**src/rtl/spi_port_pkg.sv**
```systemverilog
package spi_port_pkg;

   localparam int WORD_W = 16;
   localparam int LVL_W  = 4;
   localparam int FLD_W  = 4;

   typedef enum logic [1:0] {
      A_FMT  = 2'd0,
      A_MODE = 2'd1,
      A_STAT = 2'd2,
      A_DATA = 2'd3
   } reg_addr_e;

   // status bit positions decoded by software
   localparam int S_TNF  = 2;
   localparam int S_RNE  = 3;
   localparam int S_BUSY = 4;
   localparam int S_TREQ = 5;
   localparam int S_RREQ = 6;
   localparam int S_OVR  = 7;

   typedef struct packed {
      logic [FLD_W-1:0] rx_thr;
      logic [FLD_W-1:0] tx_thr;
      logic             pha;
      logic             pol;
      logic             lbk;
      logic             tie;
      logic             rie;
   } mode_t;

endpackage

```
**src/rtl/spi_fifo.sv**
```systemverilog
module spi_fifo #(
   parameter  int DEPTH = 16,
   parameter  int W     = 16,
   localparam int AW    = (DEPTH > 1) ? $clog2(DEPTH) : 1,
   localparam int CW    = $clog2(DEPTH + 1)
) (
   input  logic          clk,
   input  logic          rst_n,
   input  logic          push,
   input  logic [W-1:0]  din,
   input  logic          pop,
   output logic [W-1:0]  dout,
   output logic [CW-1:0] count,
   output logic          full,
   output logic          empty
);

   logic [W-1:0]  mem [DEPTH];
   logic [AW-1:0] wp, rp, wp_nx, rp_nx;
   logic          do_push, do_pop;

   assign full    = (count == CW'(DEPTH));
   assign empty   = (count == '0);
   assign do_push = push && !full;
   assign do_pop  = pop && !empty;
   assign dout    = mem[rp];

   generate
      if ((DEPTH & (DEPTH - 1)) == 0) begin : g_pow2
         assign wp_nx = wp + 1'b1;
         assign rp_nx = rp + 1'b1;
      end else begin : g_wrap
         assign wp_nx = (wp == AW'(DEPTH - 1)) ? '0 : wp + 1'b1;
         assign rp_nx = (rp == AW'(DEPTH - 1)) ? '0 : rp + 1'b1;
      end
   endgenerate

   always_ff @(posedge clk) begin
      if (do_push) mem[wp] <= din;
   end

   always_ff @(posedge clk or negedge rst_n) begin
      if (!rst_n) begin
         wp    <= '0;
         rp    <= '0;
         count <= '0;
      end else begin
         if (do_push) wp <= wp_nx;
         if (do_pop)  rp <= rp_nx;
         case ({do_push, do_pop})
            2'b10:   count <= count + 1'b1;
            2'b01:   count <= count - 1'b1;
            default: count <= count;
         endcase
      end
   end

endmodule

```
**src/rtl/spi_shift_engine.sv**
```systemverilog
module spi_shift_engine #(
   parameter  int DIV_W = 8,
   parameter  int W     = 16,
   localparam int NW    = $clog2(W + 1),
   localparam int HW    = $clog2(2 * W + 3)
) (
   input  logic             clk,
   input  logic             rst_n,
   input  logic             en,
   input  logic [3:0]       size_m1,
   input  logic [DIV_W-1:0] rate,
   input  logic             pol,
   input  logic             pha,
   input  logic             tx_avail,
   input  logic [W-1:0]     tx_word,
   output logic             tx_take,
   input  logic             rx_bit,
   output logic             rx_put,
   output logic [W-1:0]     rx_word,
   output logic             in_frame,
   output logic             sclk,
   output logic             cs_n,
   output logic             mosi
);

   logic             active;
   logic [DIV_W-1:0] div;
   logic [HW-1:0]    half, lead, idx, last_half, data_len;
   logic [NW-1:0]    nbits;
   logic [W-1:0]     tx_sh, rx_sh;
   logic             tick, in_data, start;

   assign nbits     = (size_m1 < 4'd3) ? NW'(4) : NW'(size_m1) + 1'b1;
   assign data_len  = HW'(nbits) << 1;
   assign last_half = data_len + HW'(2);
   assign lead      = pha ? HW'(1) : HW'(2);
   assign idx       = half - lead;
   assign in_data   = (half >= lead) && (idx < data_len);
   assign tick      = (div == rate);
   assign start     = !active && en && tx_avail;

   assign tx_take  = start;
   assign rx_put   = active && en && tick && (half == last_half);
   assign rx_word  = rx_sh;
   assign in_frame = active;
   assign cs_n     = !active;
   assign mosi     = active && tx_sh[W-1];
   assign sclk     = pol ^ (active && in_data && (idx[0] ^ pha));

   always_ff @(posedge clk or negedge rst_n) begin
      if (!rst_n) begin
         active <= 1'b0;
         div    <= '0;
         half   <= '0;
         tx_sh  <= '0;
         rx_sh  <= '0;
      end else if (!active) begin
         if (start) begin
            active <= 1'b1;
            div    <= '0;
            half   <= '0;
            tx_sh  <= tx_word << (W - int'(nbits));
            rx_sh  <= '0;
         end
      end else if (!en) begin
         active <= 1'b0;
      end else if (tick) begin
         div <= '0;
         if (half == last_half) active <= 1'b0;
         else                   half   <= half + 1'b1;
         if (in_data && !idx[0]) rx_sh <= {rx_sh[W-2:0], rx_bit};
         if (in_data && idx[0])  tx_sh <= tx_sh << 1;
      end else begin
         div <= div + 1'b1;
      end
   end

endmodule

```
**src/rtl/spi_port.sv**
```systemverilog
module spi_port
   import spi_port_pkg::*;
#(
   parameter  int DEPTH = 16,
   parameter  int DIV_W = 8,
   localparam int CW    = $clog2(DEPTH + 1)
) (
   input  logic        clk,
   input  logic        rst_n,
   input  logic        reg_wr,
   input  logic        reg_rd,
   input  logic [1:0]  reg_addr,
   input  logic [15:0] reg_wdata,
   output logic [15:0] reg_rdata,
   output logic        sclk,
   output logic        cs_n,
   output logic        mosi,
   input  logic        miso,
   output logic        irq_tx,
   output logic        irq_rx
);

   generate
      if (DEPTH < 2 || DEPTH > 16) begin : g_bad_depth
         $error("spi_port: DEPTH must lie in 2..16");
      end
      if (DIV_W < 1 || DIV_W > 8) begin : g_bad_div
         $error("spi_port: DIV_W must lie in 1..8");
      end
   endgenerate

   logic [3:0]       size_q;
   logic             en_q;
   logic [DIV_W-1:0] rate_q;
   mode_t            mode_q;
   logic             ovr_q;

   logic             wr_fmt, wr_mode, wr_stat, wr_data, rd_data;
   logic [WORD_W-1:0] tx_dout, rx_dout, rx_word;
   logic [CW-1:0]    tx_count, rx_count;
   logic             tx_full, tx_empty, rx_full, rx_empty;
   logic             tx_take, rx_put, in_frame, rx_bit;
   logic             tx_req, rx_req, busy, mode_pol;
   logic [15:0]      stat_w;

   assign wr_fmt  = reg_wr && (reg_addr == A_FMT);
   assign wr_mode = reg_wr && (reg_addr == A_MODE);
   assign wr_stat = reg_wr && (reg_addr == A_STAT);
   assign wr_data = reg_wr && (reg_addr == A_DATA);
   assign rd_data = reg_rd && (reg_addr == A_DATA);

   always_ff @(posedge clk or negedge rst_n) begin
      if (!rst_n) begin
         size_q <= '0;
         en_q   <= 1'b0;
         rate_q <= '0;
         mode_q <= '0;
         ovr_q  <= 1'b0;
      end else begin
         if (wr_fmt) begin
            size_q <= reg_wdata[3:0];
            en_q   <= reg_wdata[7];
            rate_q <= reg_wdata[8 +: DIV_W];
         end
         if (wr_mode) begin
            mode_q.rie    <= reg_wdata[0];
            mode_q.tie    <= reg_wdata[1];
            mode_q.lbk    <= reg_wdata[2];
            mode_q.pol    <= reg_wdata[3];
            mode_q.pha    <= reg_wdata[4];
            mode_q.tx_thr <= reg_wdata[9:6];
            mode_q.rx_thr <= reg_wdata[13:10];
         end
         if (rx_put && rx_full)             ovr_q <= 1'b1;
         else if (wr_stat && reg_wdata[S_OVR]) ovr_q <= 1'b0;
      end
   end

   spi_fifo #(.DEPTH(DEPTH), .W(WORD_W)) u_txq (
      .clk(clk), .rst_n(rst_n),
      .push(wr_data), .din(reg_wdata),
      .pop(tx_take), .dout(tx_dout),
      .count(tx_count), .full(tx_full), .empty(tx_empty)
   );

   spi_fifo #(.DEPTH(DEPTH), .W(WORD_W)) u_rxq (
      .clk(clk), .rst_n(rst_n),
      .push(rx_put), .din(rx_word),
      .pop(rd_data), .dout(rx_dout),
      .count(rx_count), .full(rx_full), .empty(rx_empty)
   );

   assign rx_bit   = mode_q.lbk ? mosi : miso;
   assign mode_pol = mode_q.pol;

   spi_shift_engine #(.DIV_W(DIV_W), .W(WORD_W)) u_eng (
      .clk(clk), .rst_n(rst_n),
      .en(en_q), .size_m1(size_q), .rate(rate_q),
      .pol(mode_q.pol), .pha(mode_q.pha),
      .tx_avail(!tx_empty), .tx_word(tx_dout), .tx_take(tx_take),
      .rx_bit(rx_bit), .rx_put(rx_put), .rx_word(rx_word),
      .in_frame(in_frame),
      .sclk(sclk), .cs_n(cs_n), .mosi(mosi)
   );

   assign tx_req = int'(tx_count) <= int'(mode_q.tx_thr);
   assign rx_req = int'(rx_count) >  int'(mode_q.rx_thr);
   assign busy   = in_frame || !tx_empty;
   assign irq_tx = mode_q.tie && tx_req;
   assign irq_rx = mode_q.rie && rx_req;

   always_comb begin
      stat_w           = '0;
      stat_w[S_TNF]    = !tx_full;
      stat_w[S_RNE]    = !rx_empty;
      stat_w[S_BUSY]   = busy;
      stat_w[S_TREQ]   = tx_req;
      stat_w[S_RREQ]   = rx_req;
      stat_w[S_OVR]    = ovr_q;
      stat_w[11:8]     = LVL_W'(tx_count);
      stat_w[15:12]    = LVL_W'(rx_count);
   end

   always_comb begin
      reg_rdata = '0;
      case (reg_addr)
         A_FMT: begin
            reg_rdata[3:0]        = size_q;
            reg_rdata[7]          = en_q;
            reg_rdata[8 +: DIV_W] = rate_q;
         end
         A_MODE: begin
            reg_rdata[0]     = mode_q.rie;
            reg_rdata[1]     = mode_q.tie;
            reg_rdata[2]     = mode_q.lbk;
            reg_rdata[3]     = mode_q.pol;
            reg_rdata[4]     = mode_q.pha;
            reg_rdata[9:6]   = mode_q.tx_thr;
            reg_rdata[13:10] = mode_q.rx_thr;
         end
         A_STAT:  reg_rdata = stat_w;
         default: reg_rdata = rx_dout;
      endcase
   end

endmodule

```
**config.mk**
```make
export PLATFORM = sky130hd
export DESIGN_NAME = spi_port
export DESIGN_NICKNAME = d
export VERILOG_FILES = /design/src/rtl/spi_port_pkg.sv /design/src/rtl/spi_fifo.sv /design/src/rtl/spi_shift_engine.sv /design/src/rtl/spi_port.sv
export SDC_FILE = /design/constraint.sdc
export NUM_CORES = 1
export LEC_CHECK = 0
export CAP_MARGIN = 20
export CORE_ASPECT_RATIO = 2
export CORE_MARGIN = 2
export CORE_UTILIZATION = 60
export CTS_BUF_LIST = sky130_fd_sc_hd__clkbuf_2
export DETAILED_ROUTE_END_ITERATION = 16
export DONT_BUFFER_PORTS = 1
export PLACE_DENSITY = 0.76
export SLEW_MARGIN = 20
export SYNTH_ARGS = -nofsm -noshare
export SYNTH_HDL_FRONTEND = slang
export SYNTH_SLANG_ARGS = --single-unit
```
**constraint.sdc**
```tcl
create_clock -name clk -period 5.9 [get_ports clk]
set_input_delay 1.18 -clock clk [delete_from_list [all_inputs] [get_ports clk]]
set_output_delay 1.18 -clock clk [all_outputs]
set_load 0.005 [all_outputs]
```
* Word-level counts from Yosys, hierarchy flattened
Memories as Yosys holds them, arrays and structs flattened.
Cells that the tools add are included.
Widths: inputs -> output; s select.
** Word-level totals
- Flip-flop bits (word level) :: 100
- Memory bits (writable) :: 512
- Input bits :: 23
- Output and inout bits :: 21
- Word-level logic and storage cells :: 146
- Memories :: 2
** Memory list
- u_rxq.mem :: words 16, bits a word 16, read ports 1, clocked after Yosys merged registers in 0, write ports 1, line spi_fifo.sv:18 : logic [W-1:0] mem [DEPTH];
- u_txq.mem :: words 16, bits a word 16, read ports 1, clocked after Yosys merged registers in 0, write ports 1, line spi_fifo.sv:18
** Cells by class
- Add/sub/neg operators :: 14
- $lt $le $gt $ge :: 5
- Eq/ne operators :: 16
- Shift-type cells :: 1
- Multiplexer cells :: 41
- Bitwise logic cells :: 2
- Reduce and logical (&&, ||, !) cells :: 43
** Operators by type and width (count)
- $mux 16 :: 10
- $mux 8 :: 4
- $shl 16x32->16 :: 1
- $mux 6 :: 5
- $logic_and 1x1->1 :: 24
- $pmux 7 s3 :: 1
- $pmux 5 s2 :: 2
- $add 4x1->4 const B :: 4
- $mux 1 :: 12
- $pmux 4 s3 :: 1
- $reduce_and 4->1 :: 3
- $add 5x1->5 const B :: 2
- $eq 5x5->1 const B :: 2
- $logic_not 5->1 :: 2
- $ne 2x2->1 const B :: 5
- $sub 5x1->5 const B :: 2
- $add 8x1->8 const B :: 1
- $eq 2x2->1 const B :: 4
- $eq 8x8->1 :: 1
- $reduce_bool 2->1 :: 4
- $add 6x1->6 const B :: 1
- $add 6x2->6 const B :: 1
- $eq 2x1->1 const B :: 3
- $eq 6x6->1 :: 1
- other kinds (19) :: 26

* Depth between registers and ports, before layout
Gate-level depths: netlist of run 1.
- Depth in word-level cells :: 9
- Gate-level depth with buffers :: 18
- Mapped depth without buffers :: 17

* Cells and area by module
From an unflattened synthesis of run 1, not the netlist that was laid out.
** Unflattened totals
- Cells, all modules :: 1656
- Area, all modules :: 27346.2 um^2
** By module, submodules not included
- spi_fifo :: times used 2, cells an instance 555, area an instance 10895.4 um^2, sequential area each 8012.7 um^2
- spi_shift_engine :: times used 1, cells an instance 412, area an instance 3841.2 um^2, sequential area each 1176.1 um^2
- spi_port :: times used 1, cells an instance 134, area an instance 1714.1 um^2, sequential area each 675.6 um^2

* Least setup slack after synthesis of run 1
OpenSTA, ideal clock, no wires.
- Path type :: flip-flop to flip-flop
- From :: reg size_q[0]
- To :: mem u_rxq.mem[10][0] (enable)
- Library setup time :: 0.409 ns
- Arrival time :: 3.922 ns
- Required time :: 5.491 ns
- Slack :: 1.569 ns
- Cell stages (with the launch flop) :: 12
- Buffers on the path :: 1
- Clock period less this slack :: 4.331 ns
- Cells stage by stage :: dfrtp_1 ha_1 buf_2 nor3_1 nor2_1 inv_2 ha_1 xnor2_1 nand3_1 a2111oi_4 nand4b_2 nor3_1
** Between the ends
- Word-level cells in the longest chain between the ends :: 8
- Elaborated cells between the ends (all ways) :: 9
- Classes of those cells :: add/sub (2); order compare (1); eq/ne (1); mux (3); reduce/logical (2)
** Ends and longest elaborated chain
- start, declared :: line spi_port.sv:32 : logic [3:0] size_q;
- start signal, assigned :: line spi_port.sv:61 : size_q <= reg_wdata[3:0];
- $add 4x1->5 or $lt 4x2->1 (tied branches) :: line spi_shift_engine.sv:33 : assign nbits = (size_m1 < 4'd3) ? NW'(4) : NW'(size_m1) + 1'b1;
- $mux 5 * :: line spi_shift_engine.sv:33
- $add 6x2->6 * :: line spi_shift_engine.sv:35 : assign last_half = data_len + HW'(2);
- $eq 6x6->1 * :: line spi_shift_engine.sv:43 : assign rx_put = active && en && tick && (half == last_half);
- $logic_and 1x1->1 * :: line spi_shift_engine.sv:43
- $logic_and 1x1->1 * :: line spi_fifo.sv:24 : assign do_push = push && !full;
- $mux 1 * :: line spi_fifo.sv:39 : if (do_push) mem[wp] <= din;
- $mux 1 (not written as such) * :: line spi_fifo.sv:39
- end, declared :: line spi_fifo.sv:18
Mark *: on every way between the ends. The rest lies on a longest branch, timed or not.

* Final worst setup path of run 1
- From :: reg size_q[1]
- To :: out sclk
** Between the ends
- Word-level cells in the longest chain between the ends :: 7
- Elaborated cells between the ends (all ways) :: 8
- Classes of those cells :: add/sub (1); order compare (2); mux (1); bitwise (1); reduce/logical (3)
** Ends and longest elaborated chain
- $add 4x1->5 or $lt 4x2->1 (tied branches) :: line spi_shift_engine.sv:33
- $mux 5 * :: line spi_shift_engine.sv:33
- $lt 6x6->1 * :: line spi_shift_engine.sv:38 : assign in_data = (half >= lead) && (idx < data_len);
- $logic_and 1x1->1 * :: line spi_shift_engine.sv:38
- $logic_and 1x1->1 * (2 in a row) :: line spi_shift_engine.sv:48 : assign sclk = pol ^ (active && in_data && (idx[0] ^ pha));
- $xor 1x1->1 * :: line spi_shift_engine.sv:48
- end, declared :: line spi_port.sv:15 : output logic sclk,
Marked as above.

==> results of run 1 <==
cell type report:
cell class | count | area (sq um) | share of cell area
inverter | 40 | 150 | 0.00521
sequential | 612 | 17900 | 0.620
multi-input combinational | 885 | 8570 | 0.297
tap | 555 | 694 | 0.0241
timing repair buffer | 42 | 362 | 0.0125
antenna | 1 | 2.50 | 0.0000868
clock inverter | 34 | 235 | 0.00816
clock buffer | 188 | 941 | 0.0326
metrics by stage:
stage	total power, mW	area, sq um	util
floorplan	8.36	26900	-
global placement	9.65	27600	0.624
detailed placement	9.71	27600	0.624
CTS	12.3	28800	0.652
global route	12.8	28800	0.653
finish	12.3	28800	0.653
synth_stat cells (5+ instances only):
master / n / area share
sky130_fd_sc_hd__a21o_1: 6 / 0.0017
sky130_fd_sc_hd__o31ai_1: 9 / 0.0025
sky130_fd_sc_hd__and4_1: 5 / 0.0016
sky130_fd_sc_hd__buf_2: 19 / 0.0035
sky130_fd_sc_hd__mux4_1: 11 / 0.011
sky130_fd_sc_hd__nand2b_1: 16 / 0.0037
sky130_fd_sc_hd__and2_1: 25 / 0.0058
sky130_fd_sc_hd__a211o_1: 5 / 0.0016
sky130_fd_sc_hd__a22oi_1: 12 / 0.0033
sky130_fd_sc_hd__clkbuf_1: 47 / 0.0066
sky130_fd_sc_hd__a2bb2oi_1: 6 / 0.0020
sky130_fd_sc_hd__nand3_1: 40 / 0.0074
sky130_fd_sc_hd__a31oi_1: 5 / 0.0012
sky130_fd_sc_hd__buf_6: 7 / 0.0029
sky130_fd_sc_hd__ha_1: 33 / 0.015
sky130_fd_sc_hd__edfxtp_1: 512 / 0.57
sky130_fd_sc_hd__o21ai_0: 40 / 0.0074
sky130_fd_sc_hd__nor2_1: 56 / 0.0078
sky130_fd_sc_hd__buf_1: 10 / 0.0014
sky130_fd_sc_hd__nand4_1: 15 / 0.0035
sky130_fd_sc_hd__a211oi_1: 9 / 0.0025
sky130_fd_sc_hd__xor2_1: 23 / 0.0075
sky130_fd_sc_hd__nor3_1: 36 / 0.0067
sky130_fd_sc_hd__o221ai_1: 24 / 0.0078
sky130_fd_sc_hd__o21bai_1: 5 / 0.0014
sky130_fd_sc_hd__mux2_2: 67 / 0.028
sky130_fd_sc_hd__inv_1: 37 / 0.0052
sky130_fd_sc_hd__a21oi_1: 37 / 0.0069
sky130_fd_sc_hd__mux4_2: 125 / 0.10
sky130_fd_sc_hd__dfrtp_1: 100 / 0.093
sky130_fd_sc_hd__nor2b_1: 6 / 0.0014
sky130_fd_sc_hd__mux2i_1: 27 / 0.010
sky130_fd_sc_hd__o32ai_1: 8 / 0.0026
sky130_fd_sc_hd__o22ai_1: 20 / 0.0047
sky130_fd_sc_hd__nand2_1: 97 / 0.014
sky130_fd_sc_hd__nor4_1: 6 / 0.0014
sky130_fd_sc_hd__o211ai_1: 10 / 0.0028
sky130_fd_sc_hd__xnor2_1: 25 / 0.0081
power by group through the flow:
stage                     Combinational, mW  Clock, mW  Sequential, mW
after floorplan                        3.15          0            5.22
after global placement                 4.05          0            5.60
after detailed placement               4.09          0            5.62
after CTS                              4.13       2.62            5.52
after global routing                   4.43       2.83            5.58
final                                  4.21       2.57            5.52
worst max-delay path by stage:
stage | start | slack [ns] | endpoint | cells past startpoint
floorplan | size_q[0] | 1.57 | u_rxq.mem[10][0] | 11
global placement | size_q[1] | 1.27 | u_rxq.count[4] | 17
detailed placement | size_q[1] | 1.13 | u_rxq.count[4] | 17
CTS | size_q[1] | 0.24 | sclk | 11
global route | size_q[1] | 0.13 | sclk | 11
finish | size_q[1] | 0.27 | sclk | 11
flip-flops by register name, indices dropped and copies added (netlist names):
signal,count
u_rxq.wp,4
u_txq.count,5
size_q,4
u_txq.mem,256
u_txq.wp,4
u_rxq.rp,4
u_eng.rx_word,16
u_txq.rp,4
rate_q,8
en_q,1
mode_q,12
u_rxq.count,5
u_eng.half,6
ovr_q,1
u_rxq.mem,256
u_eng.tx_sh,16
u_eng.in_frame,1
u_eng.div,8
mode_pol,1
layout by cell type (no fill, tap or decap), types with 10 or more instances in the layout:
cell,Yosys,layout
sky130_fd_sc_hd__mux4_2,125,125
sky130_fd_sc_hd__nand3_1,40,40
sky130_fd_sc_hd__mux4_1,11,11
sky130_fd_sc_hd__xnor2_1,25,25
sky130_fd_sc_hd__a21oi_1,37,36
sky130_fd_sc_hd__ha_1,33,33
sky130_fd_sc_hd__nor3_2,0,16
sky130_fd_sc_hd__a22oi_1,12,12
sky130_fd_sc_hd__dfrtp_1,100,96
sky130_fd_sc_hd__clkinv_1,1,15
sky130_fd_sc_hd__mux2_2,67,67
sky130_fd_sc_hd__and2_1,25,21
sky130_fd_sc_hd__xor2_1,23,23
sky130_fd_sc_hd__nand2_1,97,97
sky130_fd_sc_hd__nor3_1,36,20
sky130_fd_sc_hd__o211ai_1,10,10
sky130_fd_sc_hd__nor2_1,56,56
sky130_fd_sc_hd__buf_4,4,37
sky130_fd_sc_hd__clkbuf_2,1,188
sky130_fd_sc_hd__nand2b_1,16,16
sky130_fd_sc_hd__o221ai_1,24,24
sky130_fd_sc_hd__nand4_1,15,15
sky130_fd_sc_hd__inv_1,37,37
sky130_fd_sc_hd__mux2i_1,27,27
sky130_fd_sc_hd__o21ai_0,40,40
sky130_fd_sc_hd__o22ai_1,20,20
sky130_fd_sc_hd__edfxtp_1,512,512
cell families after synthesis:
family,after synthesis
AO/OA/AOI/OAI,238
flip-flops,612
AND/OR/NAND/NOR,333
adder cells (fa/ha/maj),35
buffers and inverters,128
multiplexers,230
XOR/XNOR,49
per-layer routing:
metal | up-vias | wire length [microns] | GRT usage
met1 | 7966 | 21300 | 0.302
met5 | - | 0 | 0
met4 | 0 | 5370 | 0.225
met3 | 243 | 4670 | 0.0666
met2 | 763 | 37800 | 0.550
li1 | 6748 | - | -
==> results.cfg, run 1 <==
[outcome]
status = finished, final reports clean

[final_layout]
syn2layout_area_growth_pct = 7.19
drive_above_1_share = 0.273
layoutNonFillerInstCount = 2357
nFillCells = 3155
nNetsFinal = 1772

[timing]
maxSlewHeadroom = 0.208
fmax_mhz = 178
worst_clock_skew_ns = 0.0936
fin_crit_sh = 0.954
tightestPinTransition_ns = 1.19
final_critical_path_required_period_ns = 5.63
final.setup.tns_ns = 0
final.hold.worst_slack_ns = 0.0815
grt_setup_unrepaired = no
finalMaxSlewViolations = 0
timing.final.setup_violations = 0
finalHoldViolations = 0
timing.final.ws_setup_ns = 0.269

[setup_path]
setup.reg_to_reg.worst_slack_ns = 1.00
crit_path_cell_trace = ha_1 > or3_1 > nand2_1 > ha_1 > a21o_1 > a31oi_1 > o22ai_1 > a31o_2 > a21oi_1 > nand3_1 > xnor2_1
critical_path_arrival_ns = 4.45
crit-reg2reg-launch = size_q[1]
critPathSlowestCell = sky130_fd_sc_hd__or3_1
worstPathBufferInverterCount = 0
worst_setup_path_end_kind = primary output
ff2ff_path_depth = 17
endpoint_of_the_worst_slack_reg_to_reg_timing_path = u_rxq.count[4]
slowest_delay_ns = 0.51
crit_path_start_kind = flop
critPathRequiredTime_ns = 4.72
worst-path-max-fanout = 11
critical_path.top_delay_family = compound AO/OA/AOI/OAI gates
critical_path.most_common_cell = sky130_fd_sc_hd__ha_1
timing_worst_setup_path_type = reg2out

[yosys]
adder_and_majority_cell_fraction_of_the_synthesized_area = 0.0168
yosys_most_used_dff = sky130_fd_sc_hd__edfxtp_1
synth.mux.area_fraction = 0.153
synthArstFlopShare = 0.163
post_synth_instance_area_sq_um = 26900
synth_seq_area_share = 0.664
synth_compound_gate_area_share = 0.0649
ys_ff_latch = 612
yosysUniqueCellTypes = 83
synth_top_family_by_area = multiplexers
synth_edf_count = 512
synth.avg_cell_area_sq_um = 16.6
postSynthNetCount = 1683
synthesized_instance_count = 1625
yosys.area_share.xor_xnor = 0.0162
synth_simple_gate_area_share = 0.0628
synth_warnings = 0

[pwr]
intPower_mw = 7.68
power_switching_mw = 4.62
vdd_ir_drop_max_mv = 0.233
static-leakage-power_nw = 9.83
comb_power_share = 0.342
power_per_cell_area_nw_per_um2 = 426
seqPwrFrac = 0.449
power.share.switching = 0.376
p_clk_frac = 0.209

[detailed_routing]
routed_wire_length_per_instance_microns = 29.4
totalWireLength_mm = 69.2
vias = 15720
drc = 0
initialDrtViolationCount = 1289
post_drt_via_cell_ratio = 6.67
number_of_detailed_routing_iterations_run_before_antenna_repair = 6
final_antenna_net_count = 0

[cts]
htree_levels = 4
cts.root.buffer_cell = sky130_fd_sc_hd__clkbuf_2
clock-sinks = 612
tritoncts = yes
clkLatencyLatePin_ns = 1.18
cts-resized-gates = 0
cts_buffers = 133
cts_hold_buffers = 2
path_clk_slew_ns = 0.12
clk_path_buf_depth = 3
cts_post_setup_buffers_inserted = 0

[placement]
sum_of_net_half_perimeters_after_detailed_placement_mm = 48.3
place_ws_ns = 1.13
finalWeightedCongestion = 1.00
io_buffers = 0
post-place-cells = 2130

[floorplanning]
starting_density_of_the_core = 0.609
floorplan.die.height_microns = 303
die_area_sq_um = 46700
placement_rows = 109
fp.dieW_microns = 154
floorplan.core_area_sq_um = 44200
floorplan.io_pins = 44

[hold_path]
hold_path_startpoint = reg_wdata[15]
min_delay_path_depth = 0
worstHoldEndpoint = u_txq.mem[0][15]
worstHoldPathType = in2reg

[job]
max-cap-violations = 0

[grt]
grt_pass1_wl_mm = 102
grt_antenna_before_repair = 2
grt_use_total = 0.303
globalRoute.totalOverflow = 0
vias_in_the_first_global_route = 16524
largest_net_degree_at_the_start_of_global_routing = 101
Power figures use the tool's default switching activity.
==> run 2: changes to the inputs <==
- GPL_TIMING_DRIVEN: not set -> 0
==> run 2 against run 1 <==
Against the previous run: worst setup slack worse by 0.17 ns; fmax down 2.9%; cell area up 1.9%; first-iteration DRC count up 12%; combinational power up 13%; critical path depth down 4; worst hold slack better by 0.017 ns; clock-buffer cell count down 27; non-clock buffer count up 98; sequential share of layout area down 1.2 points; wire length up 9.3%; clock skew up 0.018 ns; critical endpoint is now reg_rdata[0].
==> results.cfg, run 2 (synthesis gave the netlist of run 1 again) <==
[final_layout]
layout_common_cells = 512 x sky130_fd_sc_hd__edfxtp_1, 164 x sky130_fd_sc_hd__clkbuf_2, 125 x sky130_fd_sc_hd__mux4_2
syn2layout_area_growth_pct = 9.20
drive_above_1_share = 0.258
largest_registers = u_rxq.mem (256), u_txq.mem (256)
leading_cell_type_in_the_layout_fill_and_taps_excluded = sky130_fd_sc_hd__edfxtp_1
nNetsFinal = 1858
nFillCells = 3103

[grt]
largest_net_degree_at_the_start_of_global_routing = 101
global_route.usage.met1 = 0.315
globalRoute.totalOverflow = 0
grt_pass1_wl_mm = 109
grt_use_total = 0.330
vias_in_the_first_global_route = 17277
global_route.usage.met2 = 0.619
groute.layer.met3.usage = 0.0718
grt_antenna_before_repair = 4
gr-max-usage-layer = met2

[floorplanning]
floorplan.io_pins = 44
die_area_sq_um = 46700
starting_density_of_the_core = 0.609
floorplan.die.height_microns = 303
floorplan.core_area_sq_um = 44200
fp.dieW_microns = 154
placement_rows = 109

[detailed_routing]
post_drt_via_cell_ratio = 6.70
vias = 16466
number_of_detailed_routing_iterations_run_before_antenna_repair = 9
totalWireLength_mm = 75.6
final_antenna_net_count = 0
drc = 0
routed_wire_length_per_instance_microns = 30.8
initialDrtViolationCount = 1441

[cts]
clkLatencyLatePin_ns = 1.19
htree_levels = 3
clock-sinks = 612
clk_path_buf_depth = 3
cts_buffers = 121
path_clk_slew_ns = 0.11
tritoncts = yes
cts.root.buffer_cell = sky130_fd_sc_hd__clkbuf_2

[timing]
finalHoldViolations = 0
finalMaxSlewViolations = 0
worst_clock_skew_ns = 0.112
fmax_mhz = 172
tightestPinTransition_ns = 1.16
final.hold.worst_slack_ns = 0.0988
timing.final.setup_violations = 0
final_critical_path_required_period_ns = 5.80
maxSlewHeadroom = 0.227
grt_setup_unrepaired = no
fin_crit_sh = 0.983

[hold_path]
worstHoldEndpoint = u_txq.mem[15][11]
hold_path_startpoint = reg_wdata[11]
worstHoldPathType = in2reg
min_delay_path_depth = 0

[pwr]
static-leakage-power_nw = 10.1
vdd_ir_drop_max_mv = 0.277
design_power_total_mw = 12.5
power_per_cell_area_nw_per_um2 = 426

[setup_path]
critPathSlowestCell = sky130_fd_sc_hd__clkbuf_1
ff2ff_path_depth = 13
worstPathBufferInverterCount = 3
crit-reg2reg-launch = size_q[0]
critPathRequiredTime_ns = 4.72
critical_path.top_delay_family = buffers and inverters
worst_setup_path_end_kind = primary output
crit_path_start_kind = flop
slowest_delay_ns = 0.61
critical_path_arrival_ns = 4.62
setup.reg_to_reg.worst_slack_ns = 0.54
worst-path-max-fanout = 10
timing_worst_setup_path_type = reg2out
endpoint_of_the_worst_slack_reg_to_reg_timing_path = u_rxq.mem[3][9]
crit_path_cell_trace = clkbuf_1 > clkbuf_1 > buf_1 > mux4_2 > mux4_2 > nand3_1 > o21ai_0

[job]
max-cap-violations = 0

[outcome]
status = finished, final reports clean

[placement]
io_buffers = 0
finalWeightedCongestion = 0.934
sum_of_net_half_perimeters_after_detailed_placement_mm = 54.7
-- run 2: cell types whose count changed in the layout (fill, tap and decap cells not counted), moves of 7 or more --
cell                            previous run  this run
sky130_fd_sc_hd__buf_1                     0         9
sky130_fd_sc_hd__clkbuf_1                  0        45
sky130_fd_sc_hd__clkinv_1                 15        44
sky130_fd_sc_hd__buf_6                     1        10
sky130_fd_sc_hd__dlygate4sd3_1             1        15
sky130_fd_sc_hd__buf_2                     0        19
sky130_fd_sc_hd__clkinv_2                  6        13
sky130_fd_sc_hd__clkbuf_2                188       164
-- run 2: repair_timing --
item / 4_1_cts / 5_1_grt
hold buffers: 16 / 0
endpoints found under the hold margin: 174 / 0
buffers inserted: 0 / 1
setup endpoints to repair: 1 / 1
gates resized for setup: 1 / 2
pin swaps: 0 / 1
-- run 2: how the worst max path moves through the flow --
stage	cells past startpoint	from	endpoint
2_1_floorplan	11	size_q[0]	u_rxq.mem[10][0]
3_3_place_gp	11	size_q[1]	u_rxq.mem[3][9]
3_5_place_dp	13	size_q[0]	u_rxq.mem[3][9]
4_1_cts	7	u_rxq.rp[1]	reg_rdata[0]
5_1_grt	12	mode_q[4]	sclk
6_report	7	u_rxq.rp[1]	reg_rdata[0]
-- run 2: worst reg2reg max path, cell delays in order (launching register included) --
cell                        delay [ns]
sky130_fd_sc_hd__dfrtp_1          0.51
sky130_fd_sc_hd__ha_1             0.26
sky130_fd_sc_hd__buf_2            0.19
sky130_fd_sc_hd__nor3_1           0.55
sky130_fd_sc_hd__nor2_1           0.25
sky130_fd_sc_hd__inv_2            0.27
sky130_fd_sc_hd__ha_1             0.32
sky130_fd_sc_hd__xnor2_1          0.17
sky130_fd_sc_hd__nand3_1          0.23
sky130_fd_sc_hd__a2111oi_4        0.57
sky130_fd_sc_hd__nand4b_2         0.42
sky130_fd_sc_hd__nor3_2           0.81
sky130_fd_sc_hd__buf_4            0.34
sky130_fd_sc_hd__buf_4            0.21
-- run 2: final cells by class --
type / count / area (sq um) / share of cell area
Buffer: 87 / 422 / 0.0144
Sequential cell: 612 / 17900 / 0.609
Timing Repair Buffer: 53 / 497 / 0.0169
Inverter: 40 / 150 / 0.00511
Tap cell: 555 / 694 / 0.0236
Clock inverter: 64 / 369 / 0.0126
Antenna cell: 2 / 5.00 / 0.000170
Clock buffer: 161 / 806 / 0.0274
Multi-Input combinational cell: 885 / 8560 / 0.291
-- run 2: power breakdown --
| part | leakage (nW) | switching (mW) | internal (mW) |
|---|---|---|---|
| Combinational | 3.36 | 2.91 | 1.84 |
| Clock | 0.851 | 1.60 | 0.911 |
| Sequential | 5.85 | 0.294 | 4.95 |
-- run 2: routing by layer --
metal / routed length (microns) / vias to the layer above
met3: 5460 / 311
met5: 31 / -
met2: 41500 / 913
met1: 22300 / 8277
met4: 6300 / 4
li1: - / 6961
-- run 2: per-stage QoR --
stage	TNS, ns	setup WS, ns	area, sq um	cells	util
4_1_cts	0	0.0326	29300	2455	0.664
3_3_place_gp	-149.68	-0.717	27600	2180	0.625
2_1_floorplan	0	1.57	26900	1625	-
6_report	0	0.102	29400	2459	0.665
5_1_grt	0	0.0140	29400	2459	0.665
3_5_place_dp	0	0.715	28000	2214	0.633
